### src/rtl/nor_seq_pkg.sv
package nor_seq_pkg;
  typedef enum logic [2:0] {
    OP_ID = 3'd0, OP_UNPROT = 3'd1, OP_READ = 3'd2,
    OP_PROG = 3'd3, OP_ERASE = 3'd4, OP_CHIP = 3'd5
  } req_op_e;

  typedef enum logic [3:0] {
    F_NONE, F_POLL, F_WREN, F_EWSR, F_WRSR, F_ID, F_READ, F_PROG, F_ERASE, F_CHIP
  } frame_e;

  localparam logic [7:0] C_WREN   = 8'h06;
  localparam logic [7:0] C_RDSR   = 8'h05;
  localparam logic [7:0] C_EWSR   = 8'h50;
  localparam logic [7:0] C_WRSR   = 8'h01;
  localparam logic [7:0] C_READ   = 8'h03;
  localparam logic [7:0] C_PROG   = 8'h02;
  localparam logic [7:0] C_SERASE = 8'h20;
  localparam logic [7:0] C_CHIP   = 8'hC7;
  localparam logic [7:0] C_RDID   = 8'h9F;
  localparam logic [7:0] C_FILL   = 8'hA5;
endpackage

### src/rtl/nor_spi_byte.sv
// One 8-bit SPI mode-0 transfer per start pulse; sck period = 2*HALF clocks.
module nor_spi_byte #(
  parameter int HALF = 2
) (
  input  logic       clk,
  input  logic       rst,
  input  logic       start,
  input  logic [7:0] tx,
  output logic [7:0] rx,
  output logic       fin,
  output logic       sck,
  output logic       mosi,
  input  logic       miso
);
  localparam int CW = (HALF > 1) ? $clog2(HALF) : 1;

  logic [CW-1:0] cnt;
  logic [7:0]    sh;
  logic [2:0]    nb;
  logic          act;

  assign mosi = sh[7];

  always_ff @(posedge clk) begin
    fin <= 1'b0;
    if (rst) begin
      cnt <= '0; sh <= '0; nb <= '0; act <= 1'b0; sck <= 1'b0; rx <= '0;
    end else if (start) begin
      sh <= tx; cnt <= '0; nb <= '0; act <= 1'b1; sck <= 1'b0;
    end else if (act) begin
      if (cnt == CW'(HALF - 1)) begin
        cnt <= '0;
        if (!sck) begin
          sck <= 1'b1;
          rx  <= {rx[6:0], miso};
        end else begin
          sck <= 1'b0;
          if (nb == 3'd7) begin
            act <= 1'b0;
            fin <= 1'b1;
          end else begin
            nb <= nb + 3'd1;
            sh <= {sh[6:0], 1'b0};
          end
        end
      end else begin
        cnt <= cnt + CW'(1);
      end
    end
  end
endmodule

### src/rtl/nor_seq_ctrl.sv
// Frame sequencer: picks the frame order per request and the byte sent at each index.
module nor_seq_ctrl
  import nor_seq_pkg::*;
#(
  parameter int          HALF       = 2,
  parameter int          LEN_W      = 16,
  parameter int          PAGE_BYTES = 256,
  parameter logic [23:0] ID_EXP     = 24'hBF254B
) (
  input  logic             clk,
  input  logic             rst,
  input  logic             req_valid,
  input  logic [2:0]       req_op,
  input  logic [23:0]      req_addr,
  input  logic [LEN_W-1:0] req_len,
  output logic             busy,
  output logic             done,
  output logic             id_fail,
  input  logic [7:0]       wr_data,
  input  logic             wr_valid,
  output logic             wr_ready,
  output logic [7:0]       rd_data,
  output logic             rd_valid,
  input  logic             rd_ready,
  output logic             cs_n,
  output logic             b_start,
  output logic [7:0]       b_tx,
  input  logic [7:0]       b_rx,
  input  logic             b_fin
);
  localparam int BW         = LEN_W + 2;
  localparam int PAGE_SHIFT = $clog2(PAGE_BYTES);
  localparam int GAP        = 2 * HALF;
  localparam int GW         = $clog2(GAP + 1);

  typedef enum logic [1:0] {S_IDLE, S_LOAD, S_SHIFT, S_GAP} st_e;

  st_e              st;
  frame_e           frm;
  req_op_e          op, rop;
  logic [23:0]      addr;
  logic [LEN_W-1:0] len;
  logic [BW-1:0]    bidx, flast;
  logic [15:0]      idsh;
  logic [GW-1:0]    gcnt;
  logic             last_wr, tail, data_phase, frame_end;
  logic [7:0]       txb;

  function automatic frame_e first_frame(req_op_e o, logic lw);
    case (o)
      OP_ID:                    return F_ID;
      OP_UNPROT:                return F_EWSR;
      OP_READ:                  return lw ? F_POLL : F_READ;
      OP_PROG, OP_ERASE, OP_CHIP: return lw ? F_POLL : F_WREN;
      default:                  return F_NONE;
    endcase
  endfunction

  function automatic frame_e next_frame(frame_e f, req_op_e o, logic t);
    case (f)
      F_POLL:  return t ? F_NONE : ((o == OP_READ) ? F_READ : F_WREN);
      F_WREN:  return (o == OP_PROG) ? F_PROG : ((o == OP_ERASE) ? F_ERASE : F_CHIP);
      F_EWSR:  return F_WRSR;
      F_CHIP:  return F_POLL;
      default: return F_NONE;
    endcase
  endfunction

  always_comb rop = req_op_e'(req_op);
  assign data_phase = (bidx >= BW'(4));
  assign wr_ready   = (st == S_LOAD) && (frm == F_PROG) && data_phase;

  always_comb begin
    case (frm)
      F_WRSR:  flast = BW'(1);
      F_ID:    flast = BW'(3);
      F_READ:  flast = BW'(3) + BW'(len);
      F_PROG:  flast = BW'(3 + PAGE_BYTES);
      F_ERASE: flast = BW'(3);
      default: flast = '0;
    endcase
    frame_end = (frm == F_POLL) ? (bidx != '0 && !b_rx[0]) : (bidx == flast);
  end

  always_comb begin
    case (frm)
      F_POLL:  txb = (bidx == '0) ? C_RDSR : C_FILL;
      F_WREN:  txb = C_WREN;
      F_EWSR:  txb = C_EWSR;
      F_CHIP:  txb = C_CHIP;
      F_WRSR:  txb = (bidx == '0) ? C_WRSR : 8'h00;
      F_ID:    txb = (bidx == '0) ? C_RDID : C_FILL;
      default: begin
        case (bidx)
          BW'(0):  txb = (frm == F_READ) ? C_READ : ((frm == F_PROG) ? C_PROG : C_SERASE);
          BW'(1):  txb = addr[23:16];
          BW'(2):  txb = addr[15:8];
          BW'(3):  txb = addr[7:0];
          default: txb = (frm == F_PROG) ? wr_data : C_FILL;
        endcase
      end
    endcase
  end

  always_ff @(posedge clk) begin
    done <= 1'b0;
    if (rst) begin
      st <= S_IDLE; frm <= F_NONE; op <= OP_ID; addr <= '0; len <= '0;
      bidx <= '0; idsh <= '0; gcnt <= '0; last_wr <= 1'b0; tail <= 1'b0;
      busy <= 1'b0; id_fail <= 1'b0; rd_valid <= 1'b0; rd_data <= '0;
      cs_n <= 1'b1; b_start <= 1'b0; b_tx <= '0;
    end else begin
      b_start <= 1'b0;
      if (rd_valid && rd_ready) rd_valid <= 1'b0;
      case (st)
        S_IDLE: if (req_valid && first_frame(rop, last_wr) != F_NONE) begin
          op   <= rop;
          addr <= (rop == OP_PROG) ? 24'(req_addr << PAGE_SHIFT) : req_addr;
          len  <= req_len;
          frm  <= first_frame(rop, last_wr);
          bidx <= '0;
          tail <= 1'b0;
          busy <= 1'b1;
          st   <= S_LOAD;
        end
        S_LOAD: if (!rd_valid && !(wr_ready && !wr_valid)) begin
          b_start <= 1'b1;
          b_tx    <= txb;
          cs_n    <= 1'b0;
          st      <= S_SHIFT;
        end
        S_SHIFT: if (b_fin) begin
          if (frm == F_ID && bidx != '0) idsh <= {idsh[7:0], b_rx};
          if (frm == F_READ && data_phase) begin
            rd_data  <= b_rx;
            rd_valid <= 1'b1;
          end
          if (frame_end) begin
            cs_n <= 1'b1;
            gcnt <= '0;
            bidx <= '0;
            frm  <= next_frame(frm, op, tail);
            st   <= S_GAP;
            case (frm)
              F_PROG, F_ERASE: last_wr <= 1'b1;
              F_CHIP:  begin last_wr <= 1'b1; tail <= 1'b1; end
              F_POLL:  last_wr <= 1'b0;
              F_ID:    id_fail <= ({idsh, b_rx} != ID_EXP);
              default: ;
            endcase
          end else begin
            bidx <= (frm == F_POLL) ? BW'(1) : bidx + BW'(1);
            st   <= S_LOAD;
          end
        end
        S_GAP: begin
          if (gcnt != GW'(GAP)) gcnt <= gcnt + GW'(1);
          else if (frm != F_NONE) st <= S_LOAD;
          else if (!rd_valid) begin
            busy <= 1'b0;
            done <= 1'b1;
            st   <= S_IDLE;
          end
        end
        default: st <= S_IDLE;
      endcase
    end
  end

  a_r11_done_single: assert property (@(posedge clk) disable iff (rst) done |=> !done);
  a_r11_done_ends_busy: assert property (@(posedge clk) disable iff (rst)
    done |-> (!busy && $past(busy)));
  a_r5_rd_hold: assert property (@(posedge clk) disable iff (rst)
    (rd_valid && !rd_ready) |=> (rd_valid && $stable(rd_data)));
  a_r6_wr_ready_in_frame: assert property (@(posedge clk) disable iff (rst)
    wr_ready |-> (busy && !cs_n));
  a_r3_id_stable: assert property (@(posedge clk) disable iff (rst)
    (!busy && !req_valid) |=> $stable(id_fail));
endmodule

### src/rtl/nor_seq.sv
module nor_seq #(
  parameter int          HALF       = 2,
  parameter int          LEN_W      = 16,
  parameter int          PAGE_BYTES = 256,
  parameter logic [23:0] ID_EXP     = 24'hBF254B
) (
  input  logic             clk,
  input  logic             rst,
  input  logic             req_valid,
  input  logic [2:0]       req_op,
  input  logic [23:0]      req_addr,
  input  logic [LEN_W-1:0] req_len,
  output logic             busy,
  output logic             done,
  output logic             id_fail,
  input  logic [7:0]       wr_data,
  input  logic             wr_valid,
  output logic             wr_ready,
  output logic [7:0]       rd_data,
  output logic             rd_valid,
  input  logic             rd_ready,
  output logic             sck,
  output logic             cs_n,
  output logic             mosi,
  input  logic             miso
);
  localparam int GAP = 2 * HALF;
  localparam int GW  = $clog2(GAP + 1);

  logic       b_start, b_fin;
  logic [7:0] b_tx, b_rx;

  nor_seq_ctrl #(.HALF(HALF), .LEN_W(LEN_W), .PAGE_BYTES(PAGE_BYTES), .ID_EXP(ID_EXP)) u_ctrl (
    .clk(clk), .rst(rst), .req_valid(req_valid), .req_op(req_op), .req_addr(req_addr),
    .req_len(req_len), .busy(busy), .done(done), .id_fail(id_fail),
    .wr_data(wr_data), .wr_valid(wr_valid), .wr_ready(wr_ready),
    .rd_data(rd_data), .rd_valid(rd_valid), .rd_ready(rd_ready),
    .cs_n(cs_n), .b_start(b_start), .b_tx(b_tx), .b_rx(b_rx), .b_fin(b_fin)
  );

  nor_spi_byte #(.HALF(HALF)) u_shift (
    .clk(clk), .rst(rst), .start(b_start), .tx(b_tx), .rx(b_rx), .fin(b_fin),
    .sck(sck), .mosi(mosi), .miso(miso)
  );

  // cycles chip select has been high, saturating at GAP
  logic [GW-1:0] hicnt;
  always_ff @(posedge clk) begin
    if (rst) hicnt <= GW'(GAP);
    else if (!cs_n) hicnt <= '0;
    else if (hicnt != GW'(GAP)) hicnt <= hicnt + GW'(1);
  end

  a_r2_sck_idle: assert property (@(posedge clk) disable iff (rst) cs_n |-> !sck);
  a_r2_gap_min: assert property (@(posedge clk) disable iff (rst)
    $fell(cs_n) |-> (hicnt == GW'(GAP)));
endmodule

### config.mk
export PLATFORM = sky130hd
export DESIGN_NAME = nor_seq
export DESIGN_NICKNAME = d
export VERILOG_FILES = /design/src/rtl/nor_seq_pkg.sv /design/src/rtl/nor_spi_byte.sv /design/src/rtl/nor_seq_ctrl.sv /design/src/rtl/nor_seq.sv
export SDC_FILE = /design/constraint.sdc
export NUM_CORES = 1
export LEC_CHECK = 0
export BUFFER_PORTS_ARGS = -buffer_cell sky130_fd_sc_hd__buf_2
export CELL_PAD_IN_SITES_DETAIL_PLACEMENT = 1
export CELL_PAD_IN_SITES_GLOBAL_PLACEMENT = 1
export CORE_ASPECT_RATIO = 0.7
export CORE_UTILIZATION = 35
export DETAILED_ROUTE_END_ITERATION = 16
export PLACE_DENSITY = 0.75
export SYNTH_ARGS = -nofsm -noshare
export SYNTH_HDL_FRONTEND = slang
export SYNTH_SLANG_ARGS = --single-unit
### constraint.sdc
create_clock -name clk -period 5.8 [get_ports clk]
set_input_delay 0.29 -clock clk [delete_from_list [all_inputs] [get_ports clk]]
set_output_delay 0.29 -clock clk [all_outputs]
set_load 0.05 [all_outputs]
==> flow_metrics.tcl <==
set metrics [dict create \
    status "complete, no violations" \
    p_int_w 0.00167 \
    clock_latency_ns 0.43 \
    cts_resized 0 \
    post_drt_via_cell_ratio 5.66 \
    synth.net_count 976 \
    final.setup.tns_ns 0 \
    drtIter0Drc 493 \
    setup_viol 0 \
    post_cts_buffers 0 \
    p_comb_share_pct 11.4 \
    tightest_slew_ns 1.12 \
    switching_share_pct 29.1 \
    synth_edf_count 0 \
    portBuffers 72 \
    holdBufCountCts 0 \
    cts_tree "done" \
    critical_path_class "reg2reg" \
    cp-end-kind "flop" \
    numCtsBuffers 17 \
    drive_gt1_share_pct 13.6 \
    track_usage_pct 23.1 \
    timing.rr.start "u_ctrl.frm[2]" \
    grt_max_degree 72 \
    first_global_vias 6653 \
    start_kind "flop" \
    clock.fmax_mhz 266 \
    async_flop_share_pct 0 \
    synthMostInstantiatedCell "nand2_1" \
    cts.sinks 133 \
    nNetsFinal 1013 \
    yosys.area.top_type "dfxtp_1" \
    worstSetupEndpoint "u_ctrl.bidx[8]" \
    clk_pin_slew_ns 0.07 \
    rows 43 \
    ff2ff_path_depth 9 \
    timing.final.crit_share_pct 64.9 \
    ys_top_cells_by_area "dfxtp_1, nand2_1, a21oi_1" \
    maxCapViolCount 0 \
    critPathMaxFanout 23 \
    synth.yosys.seq_area_share_pct 37.4 \
    htreeDepth 4 \
    p_per_area_nw_per_um2 287 \
    synth_seq_cells 133 \
    power_frac_clock_pct 46.4 \
    min_period_ns 3.77 \
    synth_top_cells_by_count "nand2_1, dfxtp_1, nor2_1" \
    fill_cells 2411 \
    dp.cells 1198 \
    worstPathRequired_ns 6.08 \
    synth_cell_types 77 \
    hold_path.class "in2reg" \
    antenna_found_initial 1 \
    seq_power_share_pct 42.2 \
    postPlaceCellArea_sq_um 7630 \
    yosysWarnings 0 \
    rsz0062_at_grt "false" \
    wl_per_cell_um 18.5 \
    postLayoutCellArea_sq_um 8230 \
    grt_pass1_wl_mm 36.8 \
    ios 73 \
    maxSlewHeadroom_pct 25.3 \
    reg2reg_slack_ns 2.03 \
    dpl.hpwl_mm 16.3 \
    gp_congestion 0.858 \
    finClkSkew_ns 0.0149 \
    vias 6962 \
    area_growth_pct 15.6 \
    p_switching_w 0.000687 \
    synthCells 910 \
    peakVddDrop_v 0.000166 \
    ys.flop_type "dfxtp_1" \
    initial_core_util_pct 35.8 \
    worstPathArrival_ns 4.05 \
    hold_violations 0 \
    p_leak_nw 3.20 \
    fp.dieH_um 121 \
    r2r_end "u_ctrl.bidx[8]" \
    slew_violations 0 \
    p_total_w 0.00236 \
    avgSynthCellArea_sq_um 7.82 \
    synth_area_sq_um 7110 \
    antenna_cells 0 \
    finalNonFillerCells 1230 \
    drc 0 \
    core-area_sq_um 19900 \
    overflow 0 \
    die_area_sq_um 20900 \
    ctsRootBufferMaster "clkbuf_16" \
    wirelength_mm 22.7 \
    die_width_um 172 \
    first_pass_iters 6 \
    cts_buffer_depth 2 \
    antenna_left 0 \
    cp-startpoint "u_ctrl.frm[2]" \
    synth_top_area_share_pct 37.4 \
]
registers in the layout (all words and copies together) (netlist names), 2 cells and up:
register	count
u_ctrl.addr	24
u_ctrl.bidx	18
u_ctrl.idsh	16
u_ctrl.len	16
u_ctrl.b_tx	8
u_ctrl.rd_data	8
u_shift.rx	8
u_shift.sh	8
u_ctrl.frm	4
u_ctrl.gcnt	3
u_ctrl.op	3
u_shift.nb	3
u_ctrl.st	2
kinds of logic after synthesis:
logic type / after synthesis / share of synthesized area (%)
simple gates: 405 / 27.8
compound gates: 210 / 19.3
flops: 133 / 37.4
buf+inv: 86 / 4.70
mux: 38 / 5.42
xor+xnor: 29 / 3.76
fa+ha+maj: 9 / 1.58
cells in the final DEF (no fill, tap or decap), drive strengths merged, types with 5 or more instances in the layout:
cell type  count
a211oi        24
a21o           5
a21oi         87
a222oi         5
a22oi          5
a31oi          6
and3           9
buf           80
clkbuf        18
dfxtp        133
ha             9
inv           35
mux2i         37
nand2        152
nand2b        12
nand3         30
nand4         14
nor2          90
nor2b          9
nor3          33
nor4          15
o211ai         6
o21ai         26
o22ai          5
or3           13
or4            5
xnor2         12
xor2          16
worst max-delay path: stages, from the launching register on:
cell and delay [ns]:
dfxtp_1 0.81, nand4bb_1 0.56, or4_1 0.64, o21ai_0 0.17
nand4_1 0.13, nor4_2 0.25, and3_4 0.26, nand3_4 0.19
a21oi_2 0.50, nor3_1 0.10
power groups by stage:
stage,registers (W),logic (W),clock network [W]
floorplan,0.000995,0.000199,0
global placement,0.00101,0.000261,0
detailed placement,0.00101,0.000265,0
CTS,0.000993,0.000267,0.00112
global route,0.00100,0.000300,0.00117
finish,0.000995,0.000269,0.00109
per-stage QoR:
step	util (%)	setup WS [ns]	hold slack, ns
after floorplan	-	2.95	0.426
after global placement	38.4	2.25	0.440
after detailed placement	38.4	2.02	0.450
after CTS	41.4	2.02	0.0716
after global routing	41.4	1.63	0.0912
final	41.4	2.03	0.0880
worst min-delay path by stage:
stage / to / depth (start not counted) / start
global route: u_ctrl.len[4] / 3 / req_len[4]
detailed placement: u_ctrl.idsh[8] / 2 / u_ctrl.idsh[8]
CTS: u_ctrl.len[4] / 3 / req_len[4]
global placement: u_ctrl.addr[7] / 2 / u_ctrl.addr[7]
floorplan: u_ctrl.op[0] / 2 / req_op[0]
finish: u_ctrl.len[4] / 3 / req_len[4]
area by class of cell:
class	count	area, sq um	share of cell area, %
Sequential cell	133	2660	32.4
Clock inverter	14	155	1.89
Multi-Input combinational cell	691	4120	50.1
Inverter	24	90.1	1.10
Tap cell	270	338	4.11
Clock buffer	18	439	5.34
Timing Repair Buffer	80	423	5.14
routing by layer:
| metal | GRT usage [%] | vias up | part of all wire, % |
|---|---|---|---|
| li1 | - | 3333 | - |
| met4 | 5.86 | 2 | 1.0 |
| met3 | 5.32 | 18 | 8.0 |
| met1 | 36.6 | 3351 | 52 |
| met2 | 30.0 | 258 | 39 |
| met5 | 0 | - | 0.048 |
(Power assumes the default switching activity.)
